File: config.mk
export PLATFORM = sky130hd
export DESIGN_NAME = eisa_slave_front
export DESIGN_NICKNAME = d
export VERILOG_FILES = /design/src/rtl/eisa_fe_pkg.sv /design/src/rtl/eisa_fe_addr_latch.sv /design/src/rtl/eisa_fe_io_decode.sv /design/src/rtl/eisa_fe_dma_path.sv /design/src/rtl/eisa_slave_front.sv
export SDC_FILE = /design/constraint.sdc
export NUM_CORES = 1
export LEC_CHECK = 0
export BUFFER_PORTS_ARGS = -buffer_cell sky130_fd_sc_hd__buf_2
export CAP_MARGIN = 0
export CORE_ASPECT_RATIO = 1.2
export CORE_MARGIN = 1
export CORE_UTILIZATION = 45
export CTS_CLUSTER_SIZE = 20
export DETAILED_ROUTE_END_ITERATION = 6
export GPL_TIMING_DRIVEN = 0
export PLACE_DENSITY_LB_ADDON = 0.1
export SYNTH_ARGS = -nofsm -noshare
export SYNTH_HDL_FRONTEND = slang
export SYNTH_SLANG_ARGS = --single-unit
File: constraint.sdc
create_clock -name clk -period 5.5 [get_ports clk]
set_input_delay 0.275 -clock clk [delete_from_list [all_inputs] [get_ports clk]]
set_output_delay 0.275 -clock clk [all_outputs]
set_load 0.02 [all_outputs]
File: src/rtl/eisa_fe_pkg.sv
package eisa_fe_pkg;

    // Direction of a DMA burst as seen from the peripheral
    typedef enum logic {
        DIR_TO_BUS   = 1'b0,
        DIR_FROM_BUS = 1'b1
    } dma_dir_e;

    // Kind of register access derived from the command strobe
    typedef enum logic [1:0] {
        ACC_NONE  = 2'd0,
        ACC_READ  = 2'd1,
        ACC_WRITE = 2'd2
    } io_acc_e;

endpackage

File: src/rtl/eisa_fe_addr_latch.sv
module eisa_fe_addr_latch #(
    parameter int ADDR_W = 16
) (
    input  logic              clk,
    input  logic              rst,
    input  logic              start_n,
    input  logic [ADDR_W-1:2] addr_in,
    input  logic              aen_in,
    output logic [ADDR_W-1:2] addr_hold,
    output logic              aen_eff
);

    typedef struct packed {
        logic [ADDR_W-1:2] addr;
        logic              aen;
    } cap_t;

    cap_t cap_d, cap_q;

    // While the start strobe is low both captures follow the bus; the
    // value present on the last low edge is what remains after it rises.
    always_comb begin
        cap_d = cap_q;
        if (!start_n) begin
            cap_d.addr = addr_in;
            cap_d.aen  = aen_in;
        end
    end

    always_ff @(posedge clk) begin
        if (rst) begin
            cap_q <= '{addr: '0, aen: 1'b1};
        end else begin
            cap_q <= cap_d;
        end
    end

    assign addr_hold = cap_q.addr;
    // Transparent while the strobe is low, held once it is high
    assign aen_eff   = start_n ? cap_q.aen : aen_in;

endmodule

File: src/rtl/eisa_fe_io_decode.sv
module eisa_fe_io_decode
    import eisa_fe_pkg::*;
#(
    parameter int ADDR_W   = 16,
    parameter int WIN_BITS = 4
) (
    input  logic                     clk,
    input  logic                     rst,
    input  logic [ADDR_W-1:2]        addr_hold,
    input  logic                     aen_eff,
    input  logic [ADDR_W-1:WIN_BITS] base_addr,
    input  logic                     cmd_n,
    input  logic                     wr_not_rd,
    output logic                     io_sel,
    output logic [WIN_BITS-1:2]      io_offset,
    output logic                     io_rd_stb,
    output logic                     io_wr_stb
);

    localparam int BASE_W = ADDR_W - WIN_BITS;

    typedef struct packed {
        logic    cmd_prev;
        io_acc_e acc;
    } dec_t;

    dec_t dec_d, dec_q;

    logic [BASE_W-1:0] bit_eq;
    logic              cmd_fall;

    // Per-bit window compare
    for (genvar b = 0; b < BASE_W; b++) begin : g_cmp
        assign bit_eq[b] = (addr_hold[WIN_BITS + b] == base_addr[WIN_BITS + b]);
    end

    assign io_sel    = (&bit_eq) && !aen_eff;
    assign io_offset = addr_hold[WIN_BITS-1:2];
    assign cmd_fall  = dec_q.cmd_prev && !cmd_n;

    always_comb begin
        dec_d          = dec_q;
        dec_d.cmd_prev = cmd_n;
        dec_d.acc      = ACC_NONE;
        if (cmd_fall && io_sel) begin
            dec_d.acc = wr_not_rd ? ACC_WRITE : ACC_READ;
        end
    end

    always_ff @(posedge clk) begin
        if (rst) begin
            dec_q <= '{cmd_prev: 1'b1, acc: ACC_NONE};
        end else begin
            dec_q <= dec_d;
        end
    end

    assign io_rd_stb = (dec_q.acc == ACC_READ);
    assign io_wr_stb = (dec_q.acc == ACC_WRITE);

endmodule

File: src/rtl/eisa_fe_dma_path.sv
module eisa_fe_dma_path
    import eisa_fe_pkg::*;
#(
    parameter int DATA_W = 32,
    parameter int CNT_W  = 16
) (
    input  logic              clk,
    input  logic              rst,
    input  logic              dma_burst,
    input  logic              dma_wr,
    input  logic              exrdy,
    input  logic [DATA_W-1:0] bus_data_in,
    output logic [DATA_W-1:0] bus_data_out,
    output logic              bus_data_valid,
    output logic              push_valid,
    output logic [DATA_W-1:0] push_data,
    input  logic              push_ready,
    input  logic              pop_valid,
    input  logic [DATA_W-1:0] pop_data,
    output logic              pop_ready,
    output logic [CNT_W-1:0]  dma_count
);

    typedef struct packed {
        logic              burst_prev;
        logic              push_valid;
        logic [DATA_W-1:0] push_data;
        logic              out_valid;
        logic [DATA_W-1:0] out_data;
        logic [CNT_W-1:0]  count;
    } beat_t;

    beat_t    bt_d, bt_q;
    dma_dir_e dir;
    logic     burst_rise;
    logic     slot_free;
    logic     wr_take;
    logic     rd_take;
    logic     beat;

    assign dir        = dma_dir_e'(dma_wr);
    assign burst_rise = dma_burst && !bt_q.burst_prev;
    assign slot_free  = !bt_q.push_valid || push_ready;
    assign pop_ready  = dma_burst && (dir == DIR_TO_BUS) && exrdy;
    assign wr_take    = dma_burst && (dir == DIR_FROM_BUS) && exrdy && slot_free;
    assign rd_take    = pop_ready && pop_valid;
    assign beat       = wr_take || rd_take;

    always_comb begin
        logic [CNT_W-1:0] cnt_base;
        bt_d            = bt_q;
        bt_d.burst_prev = dma_burst;

        // Bus to peripheral: one-word slot toward the FIFO
        if (bt_q.push_valid && push_ready) begin
            bt_d.push_valid = 1'b0;
        end
        if (wr_take) begin
            bt_d.push_valid = 1'b1;
            bt_d.push_data  = bus_data_in;
        end

        // Peripheral to bus: word held on the bus until ready samples high
        if (!dma_burst) begin
            bt_d.out_valid = 1'b0;
        end else if (exrdy) begin
            bt_d.out_valid = rd_take;
        end
        if (rd_take) begin
            bt_d.out_data = pop_data;
        end

        cnt_base   = burst_rise ? '0 : bt_q.count;
        bt_d.count = cnt_base + CNT_W'(beat);
    end

    always_ff @(posedge clk) begin
        if (rst) begin
            bt_q <= '{burst_prev: 1'b0, push_valid: 1'b0, push_data: '0,
                      out_valid: 1'b0, out_data: '0, count: '0};
        end else begin
            bt_q <= bt_d;
        end
    end

    assign push_valid     = bt_q.push_valid;
    assign push_data      = bt_q.push_data;
    assign bus_data_valid = bt_q.out_valid;
    assign bus_data_out   = bt_q.out_data;
    assign dma_count      = bt_q.count;

endmodule

File: src/rtl/eisa_slave_front.sv
module eisa_slave_front #(
    parameter int ADDR_W   = 16,
    parameter int WIN_BITS = 4,
    parameter int DATA_W   = 32,
    parameter int CNT_W    = 16
) (
    input  logic                     clk,
    input  logic                     rst,
    input  logic                     start_n,
    input  logic [ADDR_W-1:2]        addr_in,
    input  logic                     aen_in,
    input  logic [ADDR_W-1:WIN_BITS] base_addr,
    input  logic                     cmd_n,
    input  logic                     wr_not_rd,
    output logic                     io_sel,
    output logic [WIN_BITS-1:2]      io_offset,
    output logic                     aen_latched,
    output logic                     io_rd_stb,
    output logic                     io_wr_stb,
    input  logic                     dma_burst,
    input  logic                     dma_wr,
    input  logic                     exrdy,
    input  logic [DATA_W-1:0]        bus_data_in,
    output logic [DATA_W-1:0]        bus_data_out,
    output logic                     bus_data_valid,
    output logic                     push_valid,
    output logic [DATA_W-1:0]        push_data,
    input  logic                     push_ready,
    input  logic                     pop_valid,
    input  logic [DATA_W-1:0]        pop_data,
    output logic                     pop_ready,
    output logic [CNT_W-1:0]         dma_count
);

    logic [ADDR_W-1:2] addr_hold;
    logic              aen_eff;

    eisa_fe_addr_latch #(.ADDR_W(ADDR_W)) u_latch (
        .clk       (clk),
        .rst       (rst),
        .start_n   (start_n),
        .addr_in   (addr_in),
        .aen_in    (aen_in),
        .addr_hold (addr_hold),
        .aen_eff   (aen_eff)
    );

    eisa_fe_io_decode #(.ADDR_W(ADDR_W), .WIN_BITS(WIN_BITS)) u_decode (
        .clk       (clk),
        .rst       (rst),
        .addr_hold (addr_hold),
        .aen_eff   (aen_eff),
        .base_addr (base_addr),
        .cmd_n     (cmd_n),
        .wr_not_rd (wr_not_rd),
        .io_sel    (io_sel),
        .io_offset (io_offset),
        .io_rd_stb (io_rd_stb),
        .io_wr_stb (io_wr_stb)
    );

    eisa_fe_dma_path #(.DATA_W(DATA_W), .CNT_W(CNT_W)) u_dma (
        .clk            (clk),
        .rst            (rst),
        .dma_burst      (dma_burst),
        .dma_wr         (dma_wr),
        .exrdy          (exrdy),
        .bus_data_in    (bus_data_in),
        .bus_data_out   (bus_data_out),
        .bus_data_valid (bus_data_valid),
        .push_valid     (push_valid),
        .push_data      (push_data),
        .push_ready     (push_ready),
        .pop_valid      (pop_valid),
        .pop_data       (pop_data),
        .pop_ready      (pop_ready),
        .dma_count      (dma_count)
    );

    assign aen_latched = aen_eff;

endmodule

* After elaboration in Yosys (flattened, before gate mapping)
Cells that the tools add are included.
** Storage, ports and cells
- Register bits :: 101
- Input port bits :: 101
- Logic and storage cells :: 54
** Cells by class
- Add/subtract/negate cells :: 1
- Equality and inequality tests :: 14
- Muxes and demuxes :: 5
- Bitwise logic cells :: 3
- Reduce and logical (&&, ||, !) cells :: 21
** Operators by type and width (number)
- two-way mux 33 bit :: 1
- adder 16 x 1 -> 16 bit :: 1
- two-way mux 16 bit :: 1
- equality test 1 bit :: 12
- AND reduction 12 bit :: 1
- logical AND 1 bit :: 11
- logical NOT 1 bit :: 4
- OR reduction 2 bit :: 2
- inverter 1 bit :: 3
- equality test 2 x 1 -> 1 bit, second input constant :: 1
- equality test 2 bit, second input constant :: 1
- logical OR 1 bit :: 2
- two-way mux 1 bit :: 2
- two-way mux 2 bit :: 1
- nonzero test 2 bit :: 1

* Longest topological paths before layout
Gate-level depths: netlist of run 1.
- Depth after elaboration :: 6
- Depth in mapped cells :: 11

* Cells and area by module
Synthesis of run 1 repeated with hierarchy kept, for this count alone.
** Unflattened totals
- Cell total of the unflattened synthesis :: 549
- Area, all modules :: 4551.9 um^2
** By module, submodules not included
- eisa_fe_dma_path :: times used 1, cells each 457, area each 3644.7 um^2
- eisa_fe_addr_latch :: times used 1, cells each 62, area each 645.6 um^2
- eisa_fe_io_decode :: times used 1, cells each 30, area each 261.5 um^2

* Worst setup path after synthesis of run 1
Ideal clock, no wire load.
- Path type :: input-to-reg
- Start :: input dma_wr
- End :: register u_dma.bt_q, in the netlist u_dma.dma_count[11]
- Setup time :: 0.059 ns
- Arrival time :: 2.524 ns
- Required time :: 5.441 ns
- Setup slack :: 2.916 ns
- Cell stages on the path :: 10
- Path buffers :: 2
- Path through :: and3b_1 -> nand2_1 -> clkbuf_1 -> nand2_1 -> ha_1 -> nand3_2 -> or4_1 -> clkbuf_2 -> or4_1 -> nand2_1
** Between the ends
- Word-level cells in the longest chain between the ends :: 6
** Ends and longest elaborated chain
- from (decl) :: RTL line eisa_slave_front.sv:21 : input logic dma_wr,
- inverter 1 bit :: RTL line eisa_fe_dma_path.sv:44 : assign pop_ready = dma_burst && (dir == DIR_TO_BUS) && exrdy;
- logical AND 1 bit (2 in a row) :: RTL line eisa_fe_dma_path.sv:44
- logical AND 1 bit :: RTL line eisa_fe_dma_path.sv:46 : assign rd_take = pop_ready && pop_valid;
- logical OR 1 bit (*) :: RTL line eisa_fe_dma_path.sv:47 : assign beat = wr_take || rd_take;
- adder 16 x 1 -> 16 bit (*) :: RTL line eisa_fe_dma_path.sv:74 : bt_d.count = cnt_base + CNT_W'(beat);
- to (signal assigned) :: RTL line eisa_fe_dma_path.sv:79 : bt_q <= '{burst_prev: 1'b0, push_valid: 1'b0, push_data: '0,
- to (signal assigned) :: RTL line eisa_fe_dma_path.sv:82 : bt_q <= bt_d;
- to (decl) :: RTL line eisa_fe_dma_path.sv:33 : beat_t bt_d, bt_q;
Every way passes the cells marked *; elsewhere a longest branch is shown, timed or not.
A chain may end at the register's enable or synchronous reset.

* Worst setup path after layout of run 1
- Start :: register u_dma.bt_q, in the netlist u_dma.push_valid
- End :: register u_dma.bt_q, in the netlist u_dma.dma_count[11]
** Between the ends
- Word-level cells in the longest chain between the ends :: 5
** Ends and longest elaborated chain
- logical NOT 1 bit :: RTL line eisa_fe_dma_path.sv:43 : assign slot_free = !bt_q.push_valid || push_ready;
- logical OR 1 bit :: RTL line eisa_fe_dma_path.sv:43
- logical AND 1 bit :: RTL line eisa_fe_dma_path.sv:45 : assign wr_take = dma_burst && (dir == DIR_FROM_BUS) && exrdy && slot_free;
- logical OR 1 bit :: RTL line eisa_fe_dma_path.sv:47
- adder 16 x 1 -> 16 bit :: RTL line eisa_fe_dma_path.sv:74
No other way between the ends.

==> results_tabular.tex, run 1 <==
\begin{tabular}{lr}
\hline
Metric & Value \\
\hline
\multicolumn{2}{l}{\textbf{Run status}} \\
\quad Outcome & complete, no violations \\
\multicolumn{2}{l}{\textbf{Min path}} \\
\quad Worst hold path class & in -> reg \\
\quad Endpoint, Worst Hold & u\_decode.dec\_q[2] \\
\quad Startpoint of the worst hold path & cmd\_n \\
\quad Number of cells on the worst hold path & 3 \\
\multicolumn{2}{l}{\textbf{Worst setup path}} \\
\quad Critical path start-end classification & reg -> reg \\
\quad Worst reg2reg path startpoint & u\_dma.push\_valid \\
\quad Data arrival time at the worst-slack endpoint & 3.00 ns \\
\quad Biggest fanout along the worst timing path & 10 \\
\quad WP buf/inv & 3 \\
\quad Depth of the worst register-to-register path & 11 \\
\quad Sort of element at the end of the critical path & register \\
\quad Nature of the critical path startpoint & register \\
\quad R2r setup slk & 2.78 ns \\
\quad Required time at the endpoint of the critical path & 5.78 ns \\
\quad Cells traversed along the worst timing path & nand2b\_1, nand2b\_1, clkbuf\_1, clkbuf\_1, nand2\_1, ha\_1, nand3\_2, or4\_1, clkbuf\_2, or4\_1, nand2\_1 \\
\quad Slowest library cell on the worst path & or4\_1 \\
\quad Logic depth of the worst setup path including buffers & 11 \\
\quad Kind of cell adding the most delay to the critical path & simple AND/OR/NAND/NOR gates \\
\quad Endpoint of the lowest-slack register-to-register path & u\_dma.dma\_count[11] \\
\quad Delay contributed by the slowest stage of the critical path & 0.53 ns \\
\multicolumn{2}{l}{\textbf{STA}} \\
\quad Worst slew margin relative to its limit & 52.89\% \\
\quad Count of final hold-check violations & 0 \\
\quad Setup TNS Final & 0 ns \\
\quad Clk\_skew & 0.004239 ns \\
\quad Transition at the pin with the smallest max-transition slack & 0.7066 ns \\
\quad Final critical-path share of the clock period & 49.42\% \\
\quad Unrepaired setup endpoints after global routing & false \\
\quad Final setup violation count & 0 \\
\quad Fin. max-slew vios & 0 \\
\quad FMAX & 367.9 MHz \\
\quad Min cycle time layout & 2.718 ns \\
\multicolumn{2}{l}{\textbf{Clocking}} \\
\quad Worst skew pair latency & 0.34 ns \\
\quad Clock slew seen by the registers of the worst setup and hold paths & 0.07 ns \\
\quad Setup bufs post-CTS & 0 \\
\quad PostCTS Resize Cnt & 0 \\
\quad Clock buffers created by TritonCTS & 9 \\
\quad Number of hold buffers added after cts & 0 \\
\quad Cell chosen for the clock root & clkbuf\_16 \\
\quad Total number of H-tree levels & 3 \\
\quad Largest buffer count on any clock path & 2 \\
\quad Total clock sinks & 101 \\
\quad TritonCTS clock tree & yes \\
\multicolumn{2}{l}{\textbf{Floorplan}} \\
\quad Chip Height & 110.6 um \\
\quad DIE AREA & 10230 um2 \\
\quad IO Pins & 190 \\
\quad Core Area & 9515 um2 \\
\quad Chip width & 92.52 um \\
\quad Starting density of the core & 46.50\% \\
\quad Number of placement rows & 39 \\
\multicolumn{2}{l}{\textbf{Placed design}} \\
\quad Routability congestion estimate & 0.7606 \\
\quad Instance area at placement & 5514 um2 \\
\quad Post-DP HPWL & 7813 um \\
\quad Port buffer count & 187 \\
\quad Cell count after placement & 850 \\
\multicolumn{2}{l}{\textbf{Layout}} \\
\quad Final core utilization & 60.89\% \\
\quad Final instance area & 5794 um2 \\
\quad Cell Count, Final, Fillers Out & 866 \\
\quad Antenna cells & 0 \\
\quad Fraction of final layout cells sized beyond drive strength 1 & 38.76\% \\
\quad Layout Nets & 841 \\
\quad Area growth from synthesis to layout & 30.97\% \\
\multicolumn{2}{l}{\textbf{Synthesis}} \\
\quad Unique cell type count in the Yosys netlist & 34 \\
\quad Total standard cell area after synthesis & 4424 um2 \\
\quad Gate count after technology mapping & 540 \\
\quad Warnings from Yosys & 0 \\
\quad Synth area leaders & dfxtp\_1 (46\%), buf\_4 (14\%), nand2\_1 (12\%) \\
\quad Proportion of netlist area held by the largest area contributor & 45.70\% \\
\quad \#FFs+latches synth & 101 \\
\quad Sequential area share after synthesis & 45.70\% \\
\quad Synth area leader & dfxtp\_1 \\
\quad Post-synthesis net count & 643 \\
\quad Synthesized area per cell & 8.193 um2 \\
\multicolumn{2}{l}{\textbf{Pwr}} \\
\quad Peak supply drop & 0.1519 mV \\
\quad Pwr Total & 0.001522 W \\
\quad P per Cell Area & 262.6 nW/um2 \\
\quad Static leakage power & 2.819 nW \\
\multicolumn{2}{l}{\textbf{Route}} \\
\quad Detailed-route wire length & 10220 um \\
\quad Iteration-0 DRC count of the detailed router & 54 \\
\quad Number of vias after detailed routing & 3973 \\
\quad Total DRC errors in the routed layout & 0 \\
\quad First drt pass iteration count & 4 \\
\quad Routed WL per cell & 11.80 um \\
\quad Post-route antenna net violation count & 0 \\
\quad Detailed-route vias per instance & 4.588 \\
\multicolumn{2}{l}{\textbf{Global routing}} \\
\quad Gr ovfl total & 0 \\
\quad Total global-route track usage & 20.78\% \\
\quad Wire length of the first global-routing pass & 16930 um \\
\quad Via count of the first global-routing pass & 3830 \\
\quad Antenna violations before repair & 0 \\
\quad Pin count of the biggest net entering global routing & 16 \\
\multicolumn{2}{l}{\textbf{Job}} \\
\quad Max Cap Viol & 0 \\
\hline
\end{tabular}
[per-stage QoR]
step / setup slack [ns] / hold WS [ns]
3_3_place_gp: 2.521 / 0.4417
5_1_grt: 2.580 / 0.1103
2_1_floorplan: 2.916 / 0.3530
6_report: 2.782 / 0.1156
3_5_place_dp: 2.496 / 0.4445
4_1_cts: 2.755 / 0.1031
[tightest hold or removal path, delay by kind of cell]
kind / cells / cell delay, ns
buffers and inverters: 2 / 0.11
AND/OR/NAND/NOR: 1 / 0.04
[how the worst max path moves through the flow]
| stage | slack (ns) | end | from |
|---|---|---|---|
| detailed placement | 2.50 | u_dma.dma_count[11] | dma_burst |
| global placement | 2.52 | u_dma.dma_count[11] | dma_burst |
| floorplan | 2.92 | u_dma.dma_count[11] | dma_wr |
| global route | 2.58 | u_dma.dma_count[14] | u_dma.push_valid |
| CTS | 2.76 | u_dma.dma_count[11] | u_dma.push_valid |
| finish | 2.78 | u_dma.dma_count[11] | u_dma.push_valid |
[cells in the mapped netlist, drive strengths merged]
| cell type | instances |
|---|---|
| and2b | 1 |
| dfxtp | 101 |
| nand2b | 4 |
| nor3 | 3 |
| clkbuf | 29 |
| mux2i | 14 |
| o21ai | 4 |
| and4 | 1 |
| buf | 83 |
| a21oi | 71 |
| or3 | 4 |
| and3b | 1 |
| nand4 | 5 |
| a211o | 1 |
| and3 | 1 |
| mux2 | 1 |
| nor2b | 7 |
| o211ai | 3 |
| xor2 | 15 |
| xnor2 | 4 |
| or4 | 4 |
| nor4 | 4 |
| nand2 | 136 |
| ha | 2 |
| and2 | 3 |
| nor2 | 24 |
| a21boi | 1 |
| nand3 | 6 |
| or2 | 1 |
| inv | 5 |
| or2b | 1 |
[sequential cells by signal, indices dropped and copies added, names as in the netlist]
register,count
u_dma.push_data,32
u_latch.addr_hold,14
u_latch.cap_q,1
u_decode.dec_q,3
u_dma.push_valid,1
u_dma.dma_count,16
u_dma.bus_data_out,32
u_dma.bt_q,1
u_dma.bus_data_valid,1
[cells in the final DEF (no fill, tap or decap), types with 4 or more instances in the layout]
master | netlist | layout
nand4_1 | 5 | 5
o21ai_0 | 4 | 4
nor2_1 | 24 | 24
nor2b_1 | 7 | 7
dfxtp_1 | 101 | 101
nand3_1 | 5 | 5
mux2i_1 | 14 | 14
clkbuf_1 | 28 | 30
buf_4 | 82 | 82
nand2b_1 | 4 | 4
or4_1 | 4 | 4
nor4_1 | 4 | 4
clkbuf_16 | 0 | 9
or3_1 | 4 | 4
inv_1 | 5 | 5
a21oi_1 | 71 | 71
xnor2_1 | 4 | 4
xor2_1 | 15 | 15
nand2_1 | 136 | 136
buf_2 | 0 | 187
[cells by family (layout without fill, tap and decap cells)]
kind of cell	count (synthesis)	count (layout)	share of synthesized area (%)
adder cells (fa/ha/maj)	2	2	0.5655
AND/OR/NAND/NOR	206	206	20.28
AO/OA/AOI/OAI	80	80	9.361
multiplexers	15	15	3.422
flip-flops	101	101	45.70
XOR/XNOR	19	19	3.761
buffers and inverters	117	320	16.91
[layout make-up]
class                      count  area (um2)
fill                         924        3721
sequential                   101        2022
multi-input combinational    322        1654
timing repair buffer         187       935.9
buffer                       112       729.5
clock buffer                  13       260.3
tap                          123       153.9
clock inverter                 3       20.02
inverter                       5       18.77
[per-layer routing]
metal	part of all wire [%]	up-vias	track usage (%)
met1	42	1779	23.96
li1	-	2054	-
met4	1.5	0	7.604
met2	49	127	35.60
met5	0	-	0
met3	8.2	13	6.543
[power by group]
group / internal [W] / leakage [nW] / total (W) / switching [W]
Combinational: 0.0000761 / 1.87 / 0.000160 / 0.0000842
Sequential: 0.000752 / 0.821 / 0.000763 / 0.0000106
Clock: 0.000331 / 0.132 / 0.000599 / 0.000267
Total: 0.00116 / 2.82 / 0.00152 / 0.000362
Power figures use the tool's default switching activity.
==> run 2, diff against run 1 <==
- ABC_AREA: not set -> 1
- CORE_UTILIZATION: 45 -> 44
- clock period: 5.5 -> 2.2 ns (I/O delays scaled with it)
==> results_tabular.tex, run 2 <==
\begin{tabular}{lr}
\hline
Metric & Value \\
\hline
\multicolumn{2}{l}{\textbf{Job}} \\
\quad Max Cap Viol & 0 (unchanged) \\
\multicolumn{2}{l}{\textbf{Layout}} \\
\quad Final instance area & 6411 um2 (+11\%) \\
\quad Most common cell after layout, fill and taps aside & buf\_2 \\
\quad Fraction of final layout cells sized beyond drive strength 1 & 37.44\% (-1.3 points) \\
\quad Cell Count, Final, Fillers Out & 989 (+14\%) \\
\quad Layout Nets & 958 (+14\%) \\
\quad Area growth from synthesis to layout & 34.66\% \\
\quad Antenna cells & 0 (unchanged) \\
\quad Final-layout fill cell count & 1004 (+8.7\%) \\
\quad Leading cell types in the layout, fill and taps excluded & buf\_2 (192), nor2\_1 (128), dfxtp\_1 (101) \\
\multicolumn{2}{l}{\textbf{Floorplan}} \\
\quad Starting density of the core & 45.27\% (-1.2 points) \\
\quad Number of placement rows & 41 (+5.1\%) \\
\quad IO Pins & 190 (unchanged) \\
\quad Chip width & 96.96 um (+4.8\%) \\
\quad DIE AREA & 11240 um2 (+9.8\%) \\
\quad Core Area & 10520 um2 (+11\%) \\
\quad Chip Height & 115.9 um (+4.8\%) \\
\multicolumn{2}{l}{\textbf{Synthesis}} \\
\quad Synth area leader & dfxtp\_1 \\
\quad Warnings from Yosys & 0 (unchanged) \\
\quad Gate count after technology mapping & 632 (+17\%) \\
\quad Synth top cells by count & nor2\_1 (128), dfxtp\_1 (101), buf\_4 (82) \\
\quad Synthesized area per cell & 7.533 um2 (-8.1\%) \\
\quad Sequential area share after synthesis & 42.47\% (-3.2 points) \\
\quad Share of async-settable or async-resettable flops after synthesis & 0\% (unchanged) \\
\quad Synth area leaders & dfxtp\_1 (42\%), buf\_4 (13\%), nor2\_1 (10\%) \\
\quad Post-synthesis net count & 735 (+14\%) \\
\quad Most used DFF post-synth & dfxtp\_1 \\
\quad Post-synth EDFFs & 0 (unchanged) \\
\quad Dominant cell by count in the synthesized netlist & nor2\_1 \\
\quad Unique cell type count in the Yosys netlist & 34 (unchanged) \\
\quad Total standard cell area after synthesis & 4761 um2 (+7.6\%) \\
\quad Proportion of netlist area held by the largest area contributor & 42.47\% (-3.2 points) \\
\quad \#FFs+latches synth & 101 (unchanged) \\
\multicolumn{2}{l}{\textbf{Route}} \\
\quad Iteration-0 DRC count of the detailed router & 159 (+190\%) \\
\quad Post-route antenna net violation count & 0 (unchanged) \\
\quad First drt pass iteration count & 4 (unchanged) \\
\quad Detailed-route wire length & 11630 um (+14\%) \\
\quad Routed WL per cell & 11.76 um (-0.38\%) \\
\quad Detailed-route vias per instance & 4.560 (-0.60\%) \\
\quad Total DRC errors in the routed layout & 0 (unchanged) \\
\quad Number of vias after detailed routing & 4510 (+14\%) \\
\multicolumn{2}{l}{\textbf{STA}} \\
\quad Final setup violation count & 0 (unchanged) \\
\quad Count of final hold-check violations & 0 (unchanged) \\
\quad Fin. max-slew vios & 0 (unchanged) \\
\quad FMAX & 511.8 MHz (+39\%) \\
\quad Clk\_skew & 0.005106 ns (+0.0008671 ns) \\
\quad Worst slew margin relative to its limit & 63.55\% (+11 points) \\
\quad Final critical-path share of the clock period & 88.81\% (+39 points) \\
\quad Final worst hold slack & 0.003176 ns (-0.1124 ns) \\
\quad Transition at the pin with the smallest max-transition slack & 0.5467 ns (-0.1599 ns) \\
\quad Unrepaired setup endpoints after global routing & false \\
\quad Min cycle time layout & 1.954 ns (-0.7645 ns) \\
\multicolumn{2}{l}{\textbf{Clocking}} \\
\quad Worst skew pair latency & 0.34 ns (about the same) \\
\quad Total clock sinks & 101 (unchanged) \\
\quad TritonCTS clock tree & yes \\
\quad Total number of H-tree levels & 3 (unchanged) \\
\quad Largest buffer count on any clock path & 2 (unchanged) \\
\quad Cell chosen for the clock root & clkbuf\_16 \\
\quad Setup bufs post-CTS & 0 (unchanged) \\
\quad Clock slew seen by the registers of the worst setup and hold paths & 0.07 ns (about the same) \\
\quad Clock buffers created by TritonCTS & 9 (unchanged) \\
\multicolumn{2}{l}{\textbf{Worst setup path}} \\
\quad Data arrival time at the worst-slack endpoint & 2.19 ns (-0.81 ns) \\
\quad Biggest fanout along the worst timing path & 15 (+5) \\
\quad Nature of the critical path startpoint & register \\
\quad Worst reg2reg path startpoint & u\_dma.push\_valid \\
\quad Required time at the endpoint of the critical path & 2.44 ns (-3.34 ns) \\
\quad Critical path start-end classification & reg -> reg \\
\quad Sort of element at the end of the critical path & register \\
\quad Endpoint of the lowest-slack register-to-register path & u\_dma.dma\_count[10] \\
\quad R2r setup slk & 0.25 ns (-2.54 ns) \\
\quad Depth of the worst register-to-register path & 12 (+1) \\
\multicolumn{2}{l}{\textbf{Placed design}} \\
\quad Cell count after placement & 949 (+12\%) \\
\quad Port buffer count & 188 (+0.53\%) \\
\quad Post-DP HPWL & 8754 um (+12\%) \\
\quad Instance area at placement & 5863 um2 (+6.3\%) \\
\quad Routability congestion estimate & 0.8184 (+7.6\%) \\
\multicolumn{2}{l}{\textbf{Min path}} \\
\quad Startpoint of the worst hold path & bus\_data\_in[18] \\
\quad Worst hold path class & in -> reg \\
\quad Number of cells on the worst hold path & 3 (unchanged) \\
\quad Endpoint, Worst Hold & u\_dma.push\_data[18] \\
\multicolumn{2}{l}{\textbf{Pwr}} \\
\quad Peak supply drop & 0.3222 mV (+110\%) \\
\quad P per Cell Area & 629.8 nW/um2 (+140\%) \\
\quad Static leakage power & 3.237 nW (+15\%) \\
\multicolumn{2}{l}{\textbf{Global routing}} \\
\quad Total global-route track usage & 20.83\% (+0.044 points) \\
\quad Antenna violations before repair & 0 (unchanged) \\
\quad Wire length of the first global-routing pass & 18990 um (+12\%) \\
\quad Gr ovfl total & 0 (unchanged) \\
\quad Pin count of the biggest net entering global routing & 16 (unchanged) \\
\quad Via count of the first global-routing pass & 4276 (+12\%) \\
\multicolumn{2}{l}{\textbf{Run status}} \\
\quad Outcome & complete, no violations \\
\hline
\end{tabular}
-- run 2: cell types whose count changed in the layout (fill, tap and decap cells not counted), sizes merged, moves of 13 or more --
cell         change
nor2           +112
o21ai           +50
clkbuf          -13
mux2i           -14
nand3           +40
a21oi           -30
inv             +34
nand2           -53
dlygate4sd3     +25
-- run 2: area by class of cell --
cell class,count,area [um2],share of cell area [%]
clock buffers,12,246.5,3.845
well taps,129,161.4,2.518
clock inverters,4,47.55,0.7416
inverters,39,148.9,2.322
multi-input cells,380,1799,28.06
plain buffers,111,794.5,12.39
repair buffers,213,1191,18.58
flip-flops and latches,101,2022,31.54
-- run 2: worst max-delay path: stages, from the launching register on --
cell and delay [ns]:
dfxtp_1 0.31, inv_1 0.04, nor2_1 0.06, nor2_4 0.19
inv_4 0.12, nand2_1 0.09, ha_1 0.18, ha_1 0.23
nand4_4 0.16, nor2_4 0.15, nand3_1 0.11, o21ai_0 0.16
nor2_1 0.05
-- run 2: stage by stage --
step	setup slack [ns]	setup TNS [ns]	power, W	utilization [%]
finish	0.2462	0	0.004038	60.96
global route	0.008156	0	0.004210	60.96
CTS	0.1539	0	0.004074	60.94
detailed placement	-0.1221	-0.3528	0.002468	55.75
global placement	-0.07385	-0.08107	0.002458	55.75
floorplan	0.1406	0	0.002274	-
-- run 2: how the worst max path moves through the flow --
stage	start	to	cells after the start
final	u_dma.push_valid	u_dma.dma_count[10]	12
after global routing	u_dma.push_valid	u_dma.dma_count[10]	12
after CTS	u_dma.push_valid	u_dma.dma_count[10]	12
after detailed placement	dma_burst	u_dma.dma_count[10]	13
after global placement	dma_burst	u_dma.dma_count[10]	13
after floorplan	u_dma.push_valid	u_dma.dma_count[12]	14
-- run 2: metal layers --
metal / vias to the layer above / global-route usage (%) / routed length, um
li1: 2368 / - / -
met1: 2008 / 24.68 / 4993
met2: 126 / 36.76 / 5746
met3: 8 / 5.911 / 757
met4: 0 / 6.269 / 128
met5: - / 0 / 0
-- run 2: repair_timing --
item	in CTS	in global routing
hold buffers	25	0
gates resized for setup	1	2
endpoints found under the setup margin	7	2
hold endpoints to repair	26	0
pin swaps	0	1
-- run 2: report_power, final --
part | internal [W] | switching (W)
clock network | 0.000910 | 0.000668
registers | 0.00189 | 0.0000329
logic | 0.000257 | 0.000276
total | 0.00306 | 0.000977
-- run 2: logic make-up after synthesis --
family,synth area share [%]
AO/OA/AOI/OAI,10.78
XOR/XNOR,1.472
adder cells (fa/ha/maj),0.5255
buffers and inverters,19.84
flip-flops,42.47
AND/OR/NAND/NOR,24.91
==> run 3, diff against run 2 <==
- CORE_UTILIZATION: 44 -> 45
- PLACE_DENSITY: not set -> 0.75
- PLACE_DENSITY_LB_ADDON: 0.1 -> not set
- clock period: 2.2 -> 2 ns (I/O delays scaled with it)
==> results_tabular.tex, run 3 (synthesized netlist as in run 2, its figures left out) <==
\begin{tabular}{lr}
\hline
Metric & Value \\
\hline
\multicolumn{2}{l}{\textbf{Run status}} \\
\quad Outcome & complete, no violations \\
\multicolumn{2}{l}{\textbf{Route}} \\
\quad Iteration-0 DRC count of the detailed router & 163 (+2.5\%) \\
\quad First drt pass iteration count & 4 (unchanged) \\
\quad Total DRC errors in the routed layout & 0 (unchanged) \\
\quad Routed WL per cell & 12.41 um (+5.6\%) \\
\quad Number of vias after detailed routing & 4661 (+3.3\%) \\
\quad Detailed-route wire length & 12440 um (+7.0\%) \\
\quad Post-route antenna net violation count & 0 (unchanged) \\
\quad Detailed-route vias per instance & 4.652 (+2.0\%) \\
\multicolumn{2}{l}{\textbf{Clocking}} \\
\quad Worst skew pair latency & 0.34 ns (about the same) \\
\quad Clock slew seen by the registers of the worst setup and hold paths & 0.07 ns (about the same) \\
\quad TritonCTS clock tree & yes \\
\quad Cell chosen for the clock root & clkbuf\_16 \\
\quad Total clock sinks & 101 (unchanged) \\
\quad Largest buffer count on any clock path & 2 (unchanged) \\
\quad Clock buffers created by TritonCTS & 9 (unchanged) \\
\quad Total number of H-tree levels & 3 (unchanged) \\
\multicolumn{2}{l}{\textbf{Global routing}} \\
\quad Wire length of the first global-routing pass & 19740 um (+4.0\%) \\
\quad Total global-route track usage & 23.06\% (+2.2 points) \\
\quad Via count of the first global-routing pass & 4548 (+6.4\%) \\
\quad Pin count of the biggest net entering global routing & 18 (+2) \\
\quad Gr ovfl total & 0 (unchanged) \\
\quad Antenna violations before repair & 0 (unchanged) \\
\multicolumn{2}{l}{\textbf{Worst setup path}} \\
\quad Critical path start-end classification & reg -> reg \\
\quad R2r setup slk & 0.18 ns (-0.07 ns) \\
\quad Nature of the critical path startpoint & register \\
\quad Sort of element at the end of the critical path & register \\
\quad Required time at the endpoint of the critical path & 2.23 ns (-0.21 ns) \\
\quad Biggest fanout along the worst timing path & 5 (-10) \\
\quad Data arrival time at the worst-slack endpoint & 2.06 ns (-0.13 ns) \\
\multicolumn{2}{l}{\textbf{Pwr}} \\
\quad Peak supply drop & 0.4055 mV (+26\%) \\
\quad Internal power of the cells & 0.003362 W (+9.8\%) \\
\quad Switching power total & 0.001142 W (+17\%) \\
\quad P per Cell Area & 680.8 nW/um2 (+8.1\%) \\
\quad Part of the power in registers & 47.1\% (-0.6 points) \\
\quad Proportion of total power due to net switching & 25.36\% (+1.2 points) \\
\quad Combinational Power Share & 13.8\% (+0.6 points) \\
\quad Static leakage power & 3.330 nW (+2.9\%) \\
\quad Pwr Total & 0.004504 W (+12\%) \\
\quad Clock share of power & 39.2\% (about the same) \\
\multicolumn{2}{l}{\textbf{STA}} \\
\quad Transition at the pin with the smallest max-transition slack & 0.5383 ns (-0.008409 ns) \\
\quad Worst setup margin & 0.1770 ns (-0.06921 ns) \\
\quad Unrepaired setup endpoints after global routing & false \\
\quad Count of final hold-check violations & 0 (unchanged) \\
\quad FMAX & 548.5 MHz (+7.2\%) \\
\quad Fin. max-slew vios & 0 (unchanged) \\
\quad Final critical-path share of the clock period & 91.15\% (+2.3 points) \\
\quad Min cycle time layout & 1.823 ns (-0.1308 ns) \\
\quad Worst slew margin relative to its limit & 64.11\% (+0.56 points) \\
\quad Final worst hold slack & 0.01224 ns (+0.009063 ns) \\
\quad Clk\_skew & 0.004815 ns (-0.0002911 ns) \\
\quad Final setup violation count & 0 (unchanged) \\
\multicolumn{2}{l}{\textbf{Layout}} \\
\quad Most common cell after layout, fill and taps aside & buf\_2 \\
\quad Sequential cell area in the final layout & 2022 um2 (unchanged) \\
\quad Layout Nets & 974 (+1.7\%) \\
\quad Fraction of final layout cells sized beyond drive strength 1 & 38.36\% (+0.91 points) \\
\quad Cell Count, Final, Fillers Out & 1002 (+1.3\%) \\
\quad Leading cell types in the layout, fill and taps excluded & buf\_2 (192), nor2\_1 (127), dfxtp\_1 (101) \\
\quad Multi-input combinational cell area & 1852 um2 (+2.9\%) \\
\quad Final-layout fill cell count & 878 (-13\%) \\
\quad Final core utilization & 65.11\% (+4.1 points) \\
\quad Area growth from synthesis to layout & 38.95\% \\
\quad Antenna cells & 0 (unchanged) \\
\multicolumn{2}{l}{\textbf{Min path}} \\
\quad Worst hold path class & in -> reg \\
\multicolumn{2}{l}{\textbf{Placed design}} \\
\quad Worst setup slack after placement & -0.2631 ns (-0.1410 ns) \\
\quad Cell count after placement & 946 (-0.32\%) \\
\quad Routability congestion estimate & 0.8059 (-1.5\%) \\
\quad Port buffer count & 188 (unchanged) \\
\quad Post-DP HPWL & 8948 um (+2.2\%) \\
\multicolumn{2}{l}{\textbf{Floorplan}} \\
\quad Number of placement rows & 40 (-2.4\%) \\
\quad Chip width & 95.90 um (-1.1\%) \\
\quad DIE AREA & 11000 um2 (-2.2\%) \\
\quad Starting density of the core & 46.86\% (+1.6 points) \\
\quad Chip Height & 114.7 um (-1.1\%) \\
\quad Core Area & 10160 um2 (-3.4\%) \\
\quad IO Pins & 190 (unchanged) \\
\multicolumn{2}{l}{\textbf{Job}} \\
\quad Max Cap Viol & 0 (unchanged) \\
\hline
\end{tabular}
run 3: power by group through the flow:
stage | combinational, W | sequential, W | clock, W
finish | 0.000620 | 0.00212 | 0.00176
global route | 0.000679 | 0.00213 | 0.00188
CTS | 0.000610 | 0.00212 | 0.00181
detailed placement | 0.000553 | 0.00217 | 0
global placement | 0.000541 | 0.00216 | 0
floorplan | 0.000344 | 0.00216 | 0
run 3: final cells by class:
cell class / count / share of cell area (%)
plain buffers: 111 / 12.01
clock buffers: 9 / 3.405
clock inverters: 7 / 1.116
inverters: 39 / 2.289
multi-input cells: 380 / 27.99
flip-flops and latches: 101 / 30.57
well taps: 126 / 2.383
repair buffers: 229 / 20.24
run 3: worst max-delay path, cell delays in order, from the launching register on:
cell and delay (ns):
dfxtp_1 0.31, inv_1 0.05, nor2_1 0.06, nor2_2 0.20
clkinv_4 0.10, nand2_2 0.10, ha_4 0.15, ha_4 0.14
nand4_4 0.11, nor2_4 0.18, nand3_1 0.10, o21ai_0 0.16
nor2_1 0.06
run 3: through the flow:
stage | cell area, um2 | TNS (ns)
finish | 6615 | 0
global route | 6615 | 0
CTS | 6528 | 0
detailed placement | 5861 | -1.523
global placement | 5861 | -0.9490
floorplan | 4762 | 0
run 3: final timing paths:
path / cells after the start / endpoint / startpoint
min reg2reg: 2 / u_dma.bus_data_out[18] / u_dma.bus_data_out[18]
max: 12 / u_dma.dma_count[10] / u_dma.push_valid
max reg2reg: 12 / u_dma.dma_count[10] / u_dma.push_valid
min: 3 / u_latch.addr_hold[6] / addr_in[6]
run 3: per-layer routing:
layer | track usage (%) | wire, um
met5 | 0 | 0
met4 | 10.25 | 240
met3 | 5.113 | 732
met2 | 42.86 | 6392
met1 | 24.32 | 5072
run 3: timing repair:
| action | CTS | global route |
|---|---|---|
| resized for setup | 1 | 14 |
| buffers inserted | 1 | 4 |
| hold buffers | 36 | 0 |
| pin swaps | 1 | 5 |
| endpoints found under the hold margin | 37 | 0 |
| endpoints found under the setup margin | 12 | 12 |
